**src/rtl/rank_pkg.sv**
```systemverilog
package rank_pkg;
  // Source a slot takes its next content from
  typedef enum logic [1:0] {
    MV_KEEP       = 2'd0,  // own entry
    MV_FROM_ABOVE = 2'd1,  // entry of slot i+1 (list closes over a removed entry)
    MV_FROM_BELOW = 2'd2,  // entry of slot i-1 (list opens for the new sample)
    MV_LOAD       = 2'd3   // the incoming sample
  } move_t;
endpackage

```
**src/rtl/rank_probe.sv**
```systemverilog
// Per-slot comparison against the incoming sample and expiry detection.
module rank_probe #(
  parameter int DW         = 16,
  parameter int DEPTH      = 32,
  parameter bit SIGNED_CMP = 1'b0,
  localparam int AW        = $clog2(DEPTH)
) (
  input  logic          vld,
  input  logic [AW-1:0] age,
  input  logic [DW-1:0] data,
  input  logic [DW-1:0] sample,
  output logic          not_above,  // occupied and <= sample: stays below the new entry
  output logic          expiring    // oldest entry, leaves on the next accept
);
  localparam logic [AW-1:0] AGE_LAST = AW'(DEPTH - 1);

  logic le;

  generate
    if (SIGNED_CMP) begin : g_signed
      assign le = $signed(data) <= $signed(sample);
    end else begin : g_unsigned
      assign le = data <= sample;
    end
  endgenerate

  assign not_above = vld & le;
  assign expiring  = vld & (age == AGE_LAST);
endmodule

```
**src/rtl/rank_place.sv**
```systemverilog
// Finds where the new sample lands and which slot drops out.
module rank_place #(
  parameter int DEPTH = 32,
  localparam int AW   = $clog2(DEPTH),
  localparam int PW   = $clog2(DEPTH + 1)
) (
  input  logic [DEPTH-1:0] not_above,
  input  logic [DEPTH-1:0] expiring,
  output logic [PW-1:0]    ins_pos,
  output logic [AW-1:0]    drop_pos,
  output logic             drop_any
);
  always_comb begin
    ins_pos  = '0;
    drop_pos = '0;
    drop_any = 1'b0;
    for (int i = 0; i < DEPTH; i++) begin
      // entries that remain below the new sample once the expiring one is gone
      ins_pos = ins_pos + PW'(not_above[i] & ~expiring[i]);
      if (expiring[i]) begin
        drop_pos = AW'(i);
        drop_any = 1'b1;
      end
    end
  end
endmodule

```
**src/rtl/rank_slot.sv**
```systemverilog
// One position of the sorted list: next-state choice and its register.
module rank_slot
  import rank_pkg::*;
#(
  parameter int DW    = 16,
  parameter int DEPTH = 32,
  parameter int IDX   = 0,
  localparam int AW   = $clog2(DEPTH),
  localparam int PW   = $clog2(DEPTH + 1)
) (
  input  logic          clk,
  input  logic          rst,
  input  logic          load,
  input  logic [PW-1:0] ins_pos,
  input  logic [AW-1:0] drop_pos,
  input  logic          drop_any,
  input  logic [DW-1:0] sample,
  input  logic          lo_vld,
  input  logic [AW-1:0] lo_age,
  input  logic [DW-1:0] lo_data,
  input  logic          hi_vld,
  input  logic [AW-1:0] hi_age,
  input  logic [DW-1:0] hi_data,
  output logic          q_vld,
  output logic [AW-1:0] q_age,
  output logic [DW-1:0] q_data
);
  move_t         mv;
  logic          n_vld;
  logic [AW-1:0] n_age;
  logic [DW-1:0] n_data;

  always_comb begin
    if (int'(ins_pos) == IDX) begin
      mv = MV_LOAD;
    end else if (int'(ins_pos) < IDX) begin
      // above the insertion point: take old slot IDX-1 unless the drop is below it
      mv = (drop_any && int'(drop_pos) < IDX) ? MV_KEEP : MV_FROM_BELOW;
    end else begin
      // below the insertion point: close the gap if the drop is at or under IDX
      mv = (drop_any && int'(drop_pos) <= IDX) ? MV_FROM_ABOVE : MV_KEEP;
    end
  end

  always_comb begin
    n_vld  = q_vld;
    n_age  = q_age;
    n_data = q_data;
    unique case (mv)
      MV_KEEP:       begin n_vld = q_vld;  n_age = q_age;  n_data = q_data;  end
      MV_FROM_ABOVE: begin n_vld = hi_vld; n_age = hi_age; n_data = hi_data; end
      MV_FROM_BELOW: begin n_vld = lo_vld; n_age = lo_age; n_data = lo_data; end
      MV_LOAD:       begin n_vld = 1'b1;   n_age = '0;     n_data = sample;  end
      default:       begin n_vld = q_vld;  n_age = q_age;  n_data = q_data;  end
    endcase
    if (mv != MV_LOAD) begin
      n_age = n_vld ? n_age + 1'b1 : '0;
    end
  end

  always_ff @(posedge clk) begin
    if (rst) begin
      q_vld  <= 1'b0;
      q_age  <= '0;
      q_data <= '0;
    end else if (load) begin
      q_vld  <= n_vld;
      q_age  <= n_age;
      q_data <= n_data;
    end
  end
endmodule

```
**src/rtl/rank_fill.sv**
```systemverilog
// Counts accepted samples until the window is full.
module rank_fill #(
  parameter int DEPTH = 32,
  localparam int CW   = $clog2(DEPTH + 1)
) (
  input  logic clk,
  input  logic rst,
  input  logic load,
  output logic full
);
  localparam logic [CW-1:0] CNT_LAST = CW'(DEPTH - 1);

  logic [CW-1:0] cnt;

  always_ff @(posedge clk) begin
    if (rst) begin
      cnt  <= '0;
      full <= 1'b0;
    end else if (load && !full) begin
      cnt  <= cnt + 1'b1;
      full <= (cnt == CNT_LAST);
    end
  end
endmodule

```
**src/rtl/rank_select.sv**
```systemverilog
module rank_select #(
  parameter int DW         = 16,
  parameter int DEPTH      = 32,
  parameter int RANK       = 24,
  parameter bit SIGNED_CMP = 1'b0
) (
  input  logic          clk,
  input  logic          rst,
  input  logic          in_valid,
  input  logic [DW-1:0] in_data,
  output logic          rank_valid,
  output logic [DW-1:0] rank_out
);
  localparam int AW = $clog2(DEPTH);
  localparam int PW = $clog2(DEPTH + 1);

  logic [DEPTH-1:0]         slot_vld;
  logic [DEPTH-1:0][AW-1:0] slot_age;
  logic [DEPTH-1:0][DW-1:0] slot_data;
  logic [DEPTH-1:0]         not_above;
  logic [DEPTH-1:0]         expiring;
  logic [PW-1:0]            ins_pos;
  logic [AW-1:0]            drop_pos;
  logic                     drop_any;

  generate
    for (genvar i = 0; i < DEPTH; i++) begin : g_slot
      logic          lo_vld, hi_vld;
      logic [AW-1:0] lo_age, hi_age;
      logic [DW-1:0] lo_data, hi_data;

      if (i == 0) begin : g_bottom
        assign lo_vld  = slot_vld[i];
        assign lo_age  = slot_age[i];
        assign lo_data = slot_data[i];
      end else begin : g_lo
        assign lo_vld  = slot_vld[i-1];
        assign lo_age  = slot_age[i-1];
        assign lo_data = slot_data[i-1];
      end

      if (i == DEPTH - 1) begin : g_top
        assign hi_vld  = 1'b0;
        assign hi_age  = '0;
        assign hi_data = '0;
      end else begin : g_hi
        assign hi_vld  = slot_vld[i+1];
        assign hi_age  = slot_age[i+1];
        assign hi_data = slot_data[i+1];
      end

      rank_probe #(.DW(DW), .DEPTH(DEPTH), .SIGNED_CMP(SIGNED_CMP)) u_probe (
        .vld       (slot_vld[i]),
        .age       (slot_age[i]),
        .data      (slot_data[i]),
        .sample    (in_data),
        .not_above (not_above[i]),
        .expiring  (expiring[i])
      );

      rank_slot #(.DW(DW), .DEPTH(DEPTH), .IDX(i)) u_slot (
        .clk      (clk),
        .rst      (rst),
        .load     (in_valid),
        .ins_pos  (ins_pos),
        .drop_pos (drop_pos),
        .drop_any (drop_any),
        .sample   (in_data),
        .lo_vld   (lo_vld),
        .lo_age   (lo_age),
        .lo_data  (lo_data),
        .hi_vld   (hi_vld),
        .hi_age   (hi_age),
        .hi_data  (hi_data),
        .q_vld    (slot_vld[i]),
        .q_age    (slot_age[i]),
        .q_data   (slot_data[i])
      );
    end
  endgenerate

  rank_place #(.DEPTH(DEPTH)) u_place (
    .not_above (not_above),
    .expiring  (expiring),
    .ins_pos   (ins_pos),
    .drop_pos  (drop_pos),
    .drop_any  (drop_any)
  );

  rank_fill #(.DEPTH(DEPTH)) u_fill (
    .clk  (clk),
    .rst  (rst),
    .load (in_valid),
    .full (rank_valid)
  );

  assign rank_out = slot_data[RANK-1];
endmodule

```
**config.mk**
```make
export PLATFORM = sky130hd
export DESIGN_NAME = rank_select
export DESIGN_NICKNAME = d
export VERILOG_FILES = /design/src/rtl/rank_pkg.sv /design/src/rtl/rank_probe.sv /design/src/rtl/rank_place.sv /design/src/rtl/rank_slot.sv /design/src/rtl/rank_fill.sv /design/src/rtl/rank_select.sv
export SDC_FILE = /design/constraint.sdc
export NUM_CORES = 2
export LEC_CHECK = 0
export BUFFER_PORTS_ARGS = -buffer_cell sky130_fd_sc_hd__buf_2
export CORE_ASPECT_RATIO = 1.4
export CORE_MARGIN = 1.5
export CORE_UTILIZATION = 60
export DETAILED_ROUTE_END_ITERATION = 8
export PLACE_DENSITY = 0.76
export SLEW_MARGIN = 10
export SYNTH_ARGS = -nofsm -noshare
export SYNTH_HDL_FRONTEND = slang
export SYNTH_HIERARCHICAL = 1
export SYNTH_SLANG_ARGS = --single-unit
```
**constraint.sdc**
```tcl
create_clock -name clk -period 17.4 [get_ports clk]
set_input_delay 2.61 -clock clk [delete_from_list [all_inputs] [get_ports clk]]
set_output_delay 2.61 -clock clk [all_outputs]
set_load 0.02 [all_outputs]
```
; ---- Word-level counts from Yosys, hierarchy flattened
; Cells that the tools add are included.
; W data, S select, Z words.
[classes]
addsub = 64
order_cmp = 125
n_eq_ne = 192
n_mux = 349
bitwise_logic = 160
n_reduce_logical = 131
[ops]
columns = operator, n
row1 = $pmux W16 S3, 31
row2 = $pmux W5 S4, 30
row3 = $le A16 B16 Y1, 32
row4 = $mux W5, 80
row5 = $and A1 B6 Y6, 32
row6 = $mux W2, 96
row7 = $not A1 Y6, 32
row8 = $add A6 B6 Y6, 31
row9 = $add A5 B1 Y5 const B, 32
row10 = $eq A5 B5 Y1 const B, 32
row11 = $eq A2 B2 Y1 const B, 64
row12 = $pmux W1 S4, 31
row13 = $eq A6 B6 Y1 const B, 16
row14 = $lt A6 B5 Y1 const B, 16
row15 = $lt A5 B5 Y1 const B, 16
row16 = $le A5 B5 Y1 const B, 15
row17 = $mux W1, 65
row18 = $and A1 B1 Y1, 64
row19 = $eq A2 B1 Y1 const B, 32
row20 = $logic_not A2 Y1, 32
row21 = $ne A2 B2 Y1 const B, 32
row22 = $reduce_and A2 Y1, 32
row23 = $logic_and A1 B1 Y1, 63
row24 = $eq A6 B5 Y1 const B, 9
row25 = 25 further kinds, 106
[totals]
reg_bits = 711
out_inout_bits = 17
word_cells = 1119

; ---- Longest topological paths before layout
[logic_depth]
depth_word = 44
ltp_mapped = 36
depth_no_buf = 35

; ---- Cells and area by module
; The synthesis kept the hierarchy.
[by_module_without_submodules]
columns = mod, n_inst, cells_per_inst, area_per_inst_um2, seq_area_each_um2
row1 = rank_probe, 32, 60, 427.9, 0.0
row2 = rank_slot (g_slot[17].u_slot), 1, 172, 1531.5, 440.4
row3 = rank_slot (g_slot[9].u_slot), 1, 179, 1520.2, 440.4
row4 = rank_slot (g_slot[26].u_slot), 1, 189, 1496.4, 440.4
row5 = rank_slot (g_slot[3].u_slot), 1, 178, 1475.2, 440.4
row6 = rank_slot (g_slot[25].u_slot), 1, 173, 1467.7, 440.4
row7 = rank_slot (g_slot[11].u_slot), 1, 183, 1448.9, 440.4
row8 = rank_slot (g_slot[27].u_slot), 1, 183, 1441.4, 440.4
row9 = rank_slot (g_slot[10].u_slot), 1, 176, 1432.6, 440.4
row10 = rank_slot (g_slot[24].u_slot), 1, 158, 1422.6, 440.4
row11 = rank_slot (g_slot[19].u_slot), 1, 166, 1418.9, 440.4
row12 = rank_slot (g_slot[7].u_slot), 1, 184, 1415.1, 440.4
row13 = rank_slot (g_slot[15].u_slot), 1, 173, 1412.6, 440.4
row14 = rank_slot (g_slot[23].u_slot), 1, 173, 1406.3, 440.4
row15 = +22 rows, -, -, -, -

; ---- Least setup slack after synthesis
; No wires, ideal clock.
[synth_path]
path_type = input to register
from = input port in_data[14]
to = register g_slot[29].u_slot.q_age[2]
setup_time_ps = 117
arrival_time_ps = 13999
required_ps = 17283
slack_ps = 3284
path_stages = 33
path_buffers = 0
path_cell_list = inv_1 ha_1 nand4_1 nor4_2 a21boi_2 o31ai_1 nor2b_1 fa_1 inv_1 fa_1 fa_1 fa_1 fa_1 fa_1 inv_1 ha_1 inv_1 fa_1 inv_1 a21o_1 a21oi_1 xnor2_1 o2111ai_2 o211a_4 nor4b_1 nor2_1 inv_1 ha_1 o21ai_0 xnor2_1 nand3_1 o21ai_0 a22o_1
[synth_between]
elab_chain_cells = 42
[synth_rtl]
columns = item, line_no
row1 = from (decl), rank_select.sv:10  ; input logic [DW-1:0] in_data,
row2 = $le A16 B16 Y1 *, rank_probe.sv:23  ; assign le = data <= sample;
row3 = $and A1 B1 Y1 *, rank_probe.sv:27  ; assign not_above = vld & le;
row4 = net not_above[0], rank_select.sv:20  ; logic [DEPTH-1:0] not_above;
row5 = $and A1 B6 Y6 *, rank_place.sv:19  ; ins_pos = ins_pos + PW'(not_above[i] & ~expiring[i]);
row6 = $add A6 B6 Y6 * (31 in a row), rank_place.sv:19
row7 = net ins_pos[4], rank_select.sv:22  ; logic [PW-1:0] ins_pos;
row8 = $lt A6 B5 Y1, rank_slot.sv:36  ; end else if (int'(ins_pos) < IDX) begin
row9 = $mux W2, rank_slot.sv:36
row10 = $mux W2 *, rank_slot.sv:34  ; if (int'(ins_pos) == IDX) begin
row11 = "$eq A2 B2 Y1, or another cell as far along", rank_slot.sv:49  ; unique case (mv)
row12 = $pmux W5 S4, rank_slot.sv:49
row13 = $add A5 B1 Y5, rank_slot.sv:57  ; n_age = n_vld ? n_age + 1'b1 : '0;
row14 = $mux W5, rank_slot.sv:57
row15 = $mux W5 *, rank_slot.sv:56  ; if (mv != MV_LOAD) begin
row16 = to (signal assigned), rank_slot.sv:68  ; q_age <= n_age;
row17 = to (decl), rank_slot.sv:25  ; output logic [AW-1:0] q_age,
; The timed path passes the listed nets; every way through them passes the cells marked *.
; A chain may end at the register's enable or synchronous reset.

; ---- Worst setup path in the final report
[layout_path]
from = input port in_data[15]
to = register g_slot[16].u_slot.q_data[13]
[layout_between]
elab_chain_cells = 40
[layout_rtl]
columns = item, line_no
row1 = $le A16 B16 Y1 *, rank_probe.sv:23
row2 = $and A1 B1 Y1 *, rank_probe.sv:27
row3 = net not_above[0], rank_select.sv:20
row4 = $and A1 B6 Y6 *, rank_place.sv:19
row5 = $add A6 B6 Y6 * (31 in a row), rank_place.sv:19
row6 = net ins_pos[4], rank_select.sv:22
row7 = $lt A6 B5 Y1, rank_slot.sv:36
row8 = $mux W2, rank_slot.sv:36
row9 = $mux W2 *, rank_slot.sv:34
row10 = "parallel branches: the longest is 3 deep, another holds $pmux W16 S3", -
row11 = to (signal assigned), rank_slot.sv:69  ; q_data <= n_data;
row12 = to (decl), rank_slot.sv:26  ; output logic [DW-1:0] q_data
; Mark *: on every way through the listed nets, which the timed path passes.

==> results.toml <==
[finish]
area_growth_pct = 6.154
drive_above_1_share_pct = 9.744
utilization_pct = 64.21
final_common_cell = "nand2_1"
mostFrequentLayoutCells = "nand2_1 (806), nor2_1 (776), dfxtp_1 (711)"
nets = 7875
final_cell_area_um2 = 63040
stdcell_count = 8650

[critical_path]
reg2reg_slack_ns = 7.01
r2r_start = "g_slot[20].u_slot/q_data[5]"
worstReg2RegEnd = "g_slot[16].u_slot/q_data[13]"
slowest_stage = "a21boi_4"
worstPathRequired_ns = 18.00
crit_path_end_kind = "register"
crit_path_max_fanout = 34
critPathKind = "in -> reg"
worst_ep_arrival_time_ns = 13.74
crit_path_frequent_cell = "fa_1"
r2r_cells = 30
worstSetupStartpointType = "input pin"
cpPeakStageDelay_ns = 0.88

[die]
num_rows = 136
die_h_um = 375.3
ios = 36
die_w_um = 268.9
start_util_pct = 60.49
coreArea_um2 = 98180
fp.dieArea_um2 = 100900

[clock_tree]
h-tree-depth = 3
cts_resized = 0
post_cts_buffers = 0
cts_tree = "yes"
cts_buffers = 79
clk_latency_ns = 0.69
ctsHoldBuffers = 0
clock_path_buffers = 3
cts_sinks = 711
clk_pin_slew_ns = 0.07
clock-root-buffer = "clkbuf_16"

[hold_path]
min_to = "g_slot[27].u_slot/q_data[11]"
min_path_cells = 2
min_from = "g_slot[27].u_slot/q_data[11]"
hold_class = "reg -> reg"

[drt]
drc = 1
vias = 61110
via_per_inst = 7.065
wl_um = 212500
drtIter0Drc = 7015
drt_pre_antenna_iters = 9
antenna_left = 0
wire_per_inst_um = 24.57

[synthesis]
synthDistinctLibCells = 178
ys_ff_latch = 711
yosys_warnings = 6
synthArstFlopShare_pct = 0
synth_area_per_cell_um2 = 8.017
synth-seq-area-share_pct = 23.97
synth_area_um2 = 59390
synth-edff-count = 0
syn_inst = 7408
synth_ff_type = "dfxtp_1"

[grt]
grt_antenna_before_repair = 2
grt_pass1_vias = 58420
globalRoute.totalOverflow = 0
grt_usage_pct = 40.78
grt_max_degree = 85
grt_pass1_wl_um = 327000

[placed_design]
place_congestion = 1.002
hpwl_um = 150500
place_inst = 8509
io_buffers = 35
placed_area_um2 = 60360

[sta]
relSlewSlack_pct = 17.75
setup_tns_ns = 0
rsz0062_at_grt = "false"
period_needed_ns = 13.14
finalHoldViolCount = 0
finalMaxSlewViolations = 0
fmax_mhz = 76.08
worst_pin_slew_ns = 1.226
finalSetupViolations = 0
skew_ns = 0.03083
finalCritPeriodShare_pct = 75.54

[pwr]
power_mw = 8.750
p_leak_nw = 25.56
ir_drop_mv = 0.2945
p_per_area_nw_per_um2 = 138.8

[flow_run]
maxCapViolations = 0

[outcome]
status = "finished with violations"
violations = "design-rule violations"
[worst max path at each step]
stage	from	to	slack [ns]	depth (start not counted)
6_report	in_data[15]	g_slot[16].u_slot/q_data[13]	4.26	32
5_1_grt	in_data[15]	g_slot[16].u_slot/q_data[8]	3.94	32
4_1_cts	in_data[15]	g_slot[16].u_slot/q_data[8]	4.60	32
3_5_place_dp	in_data[15]	g_slot[16].u_slot/q_data[8]	3.91	32
3_3_place_gp	in_data[15]	g_slot[16].u_slot/q_data[7]	4.04	32
2_1_floorplan	in_data[14]	g_slot[29].u_slot/q_age[2]	3.28	33
[kinds of logic (layout without fill, tap and decap cells)]
family	count (synthesis)	count (layout)	share of synthesized area [%]
simple gates	2533	2533	21.52
compound gates	2396	2396	31.99
buf+inv	1030	939	7.443
flops	711	711	23.97
fa+ha+maj	576	576	12.44
mux	113	113	1.921
xor+xnor	48	48	0.7079
other cells	1	23	0.006314
[critical path: cells and delay by family]
family          cells  cell delay, ns
simple gates        7            2.60
fa+ha+maj           9            4.09
buf+inv             9            2.33
xor+xnor            1            0.14
compound gates      6            1.86
[layer usage]
layer / global-route usage (%) / wire length, um / vias to the layer above
li1: - / - / 27630
met1: 46.11 / 77050 / 28870
met2: 68.70 / 100700 / 3538
met3: 5.620 / 17290 / 1069
met4: 31.84 / 17520 / 2
met5: 0 / 10 / -
[power breakdown]
group	leakage [nW]	switching (mW)	internal (mW)	total, mW
registers	5.82	0.303	1.83	2.13
logic	18.4	3.36	1.46	4.82
clock network	1.31	0.759	1.04	1.80
total	25.6	4.42	4.33	8.75
[state kept, by name (all words and copies together) (netlist names)]
| name | cells |
|---|---|
| u_fill/full | 1 |
| g_slot.u_slot/q_vld | 32 |
| g_slot.u_slot/q_age | 160 |
| g_slot.u_slot/q_data | 512 |
| u_fill/cnt | 6 |
[cell type report]
| cell class | instances | area (um2) |
|---|---|---|
| clock inverters | 38 | 501.7 |
| diodes | 1 | 2.502 |
| fillers | 8725 | 35140 |
| repair buffers | 139 | 1032 |
| clock buffers | 101 | 2161 |
| well taps | 1311 | 1640 |
| flip-flops and latches | 711 | 14230 |
| inverters | 661 | 2482 |
| multi-input cells | 5688 | 40990 |
[synthesized netlist by cell type, types with 32 or more instances]
cell type / n / area share, %
nand2_1: 806 / 5.1
nor2_1: 782 / 4.9
dfxtp_1: 711 / 24
inv_1: 659 / 4.2
ha_1: 552 / 12
a21oi_1: 479 / 4.0
a22oi_1: 393 / 5.0
a311oi_1: 307 / 4.5
clkbuf_1: 182 / 1.2
nand4_1: 176 / 1.9
nand3_1: 135 / 1.1
o211ai_1: 116 / 1.5
a211oi_1: 114 / 1.4
mux2i_1: 105 / 1.8
buf_2: 103 / 0.87
o21ai_0: 91 / 0.77
nand2b_1: 90 / 0.95
nor2b_1: 83 / 0.87
and3_1: 65 / 0.68
o31ai_1: 57 / 0.72
a21o_1: 50 / 0.63
o22ai_1: 50 / 0.53
a22o_1: 46 / 0.68
nor3_1: 42 / 0.35
a221o_1: 40 / 0.67
a32o_1: 40 / 0.67
a32oi_1: 39 / 0.58
a311oi_2: 38 / 0.96
a21boi_2: 35 / 0.66
nor4_2: 33 / 0.70
a222oi_1: 32 / 0.54
[per-stage QoR]
step                      hold WS [ns]  worst slack (ns)
after CTS                       0.5062             4.597
final                           0.5046             4.256
after detailed placement        0.4970             3.908
after global routing            0.5373             3.943
after floorplan                 0.4515             3.284
after global placement          0.4917             4.044
Note: power is estimated with default switching activity, not from simulation.
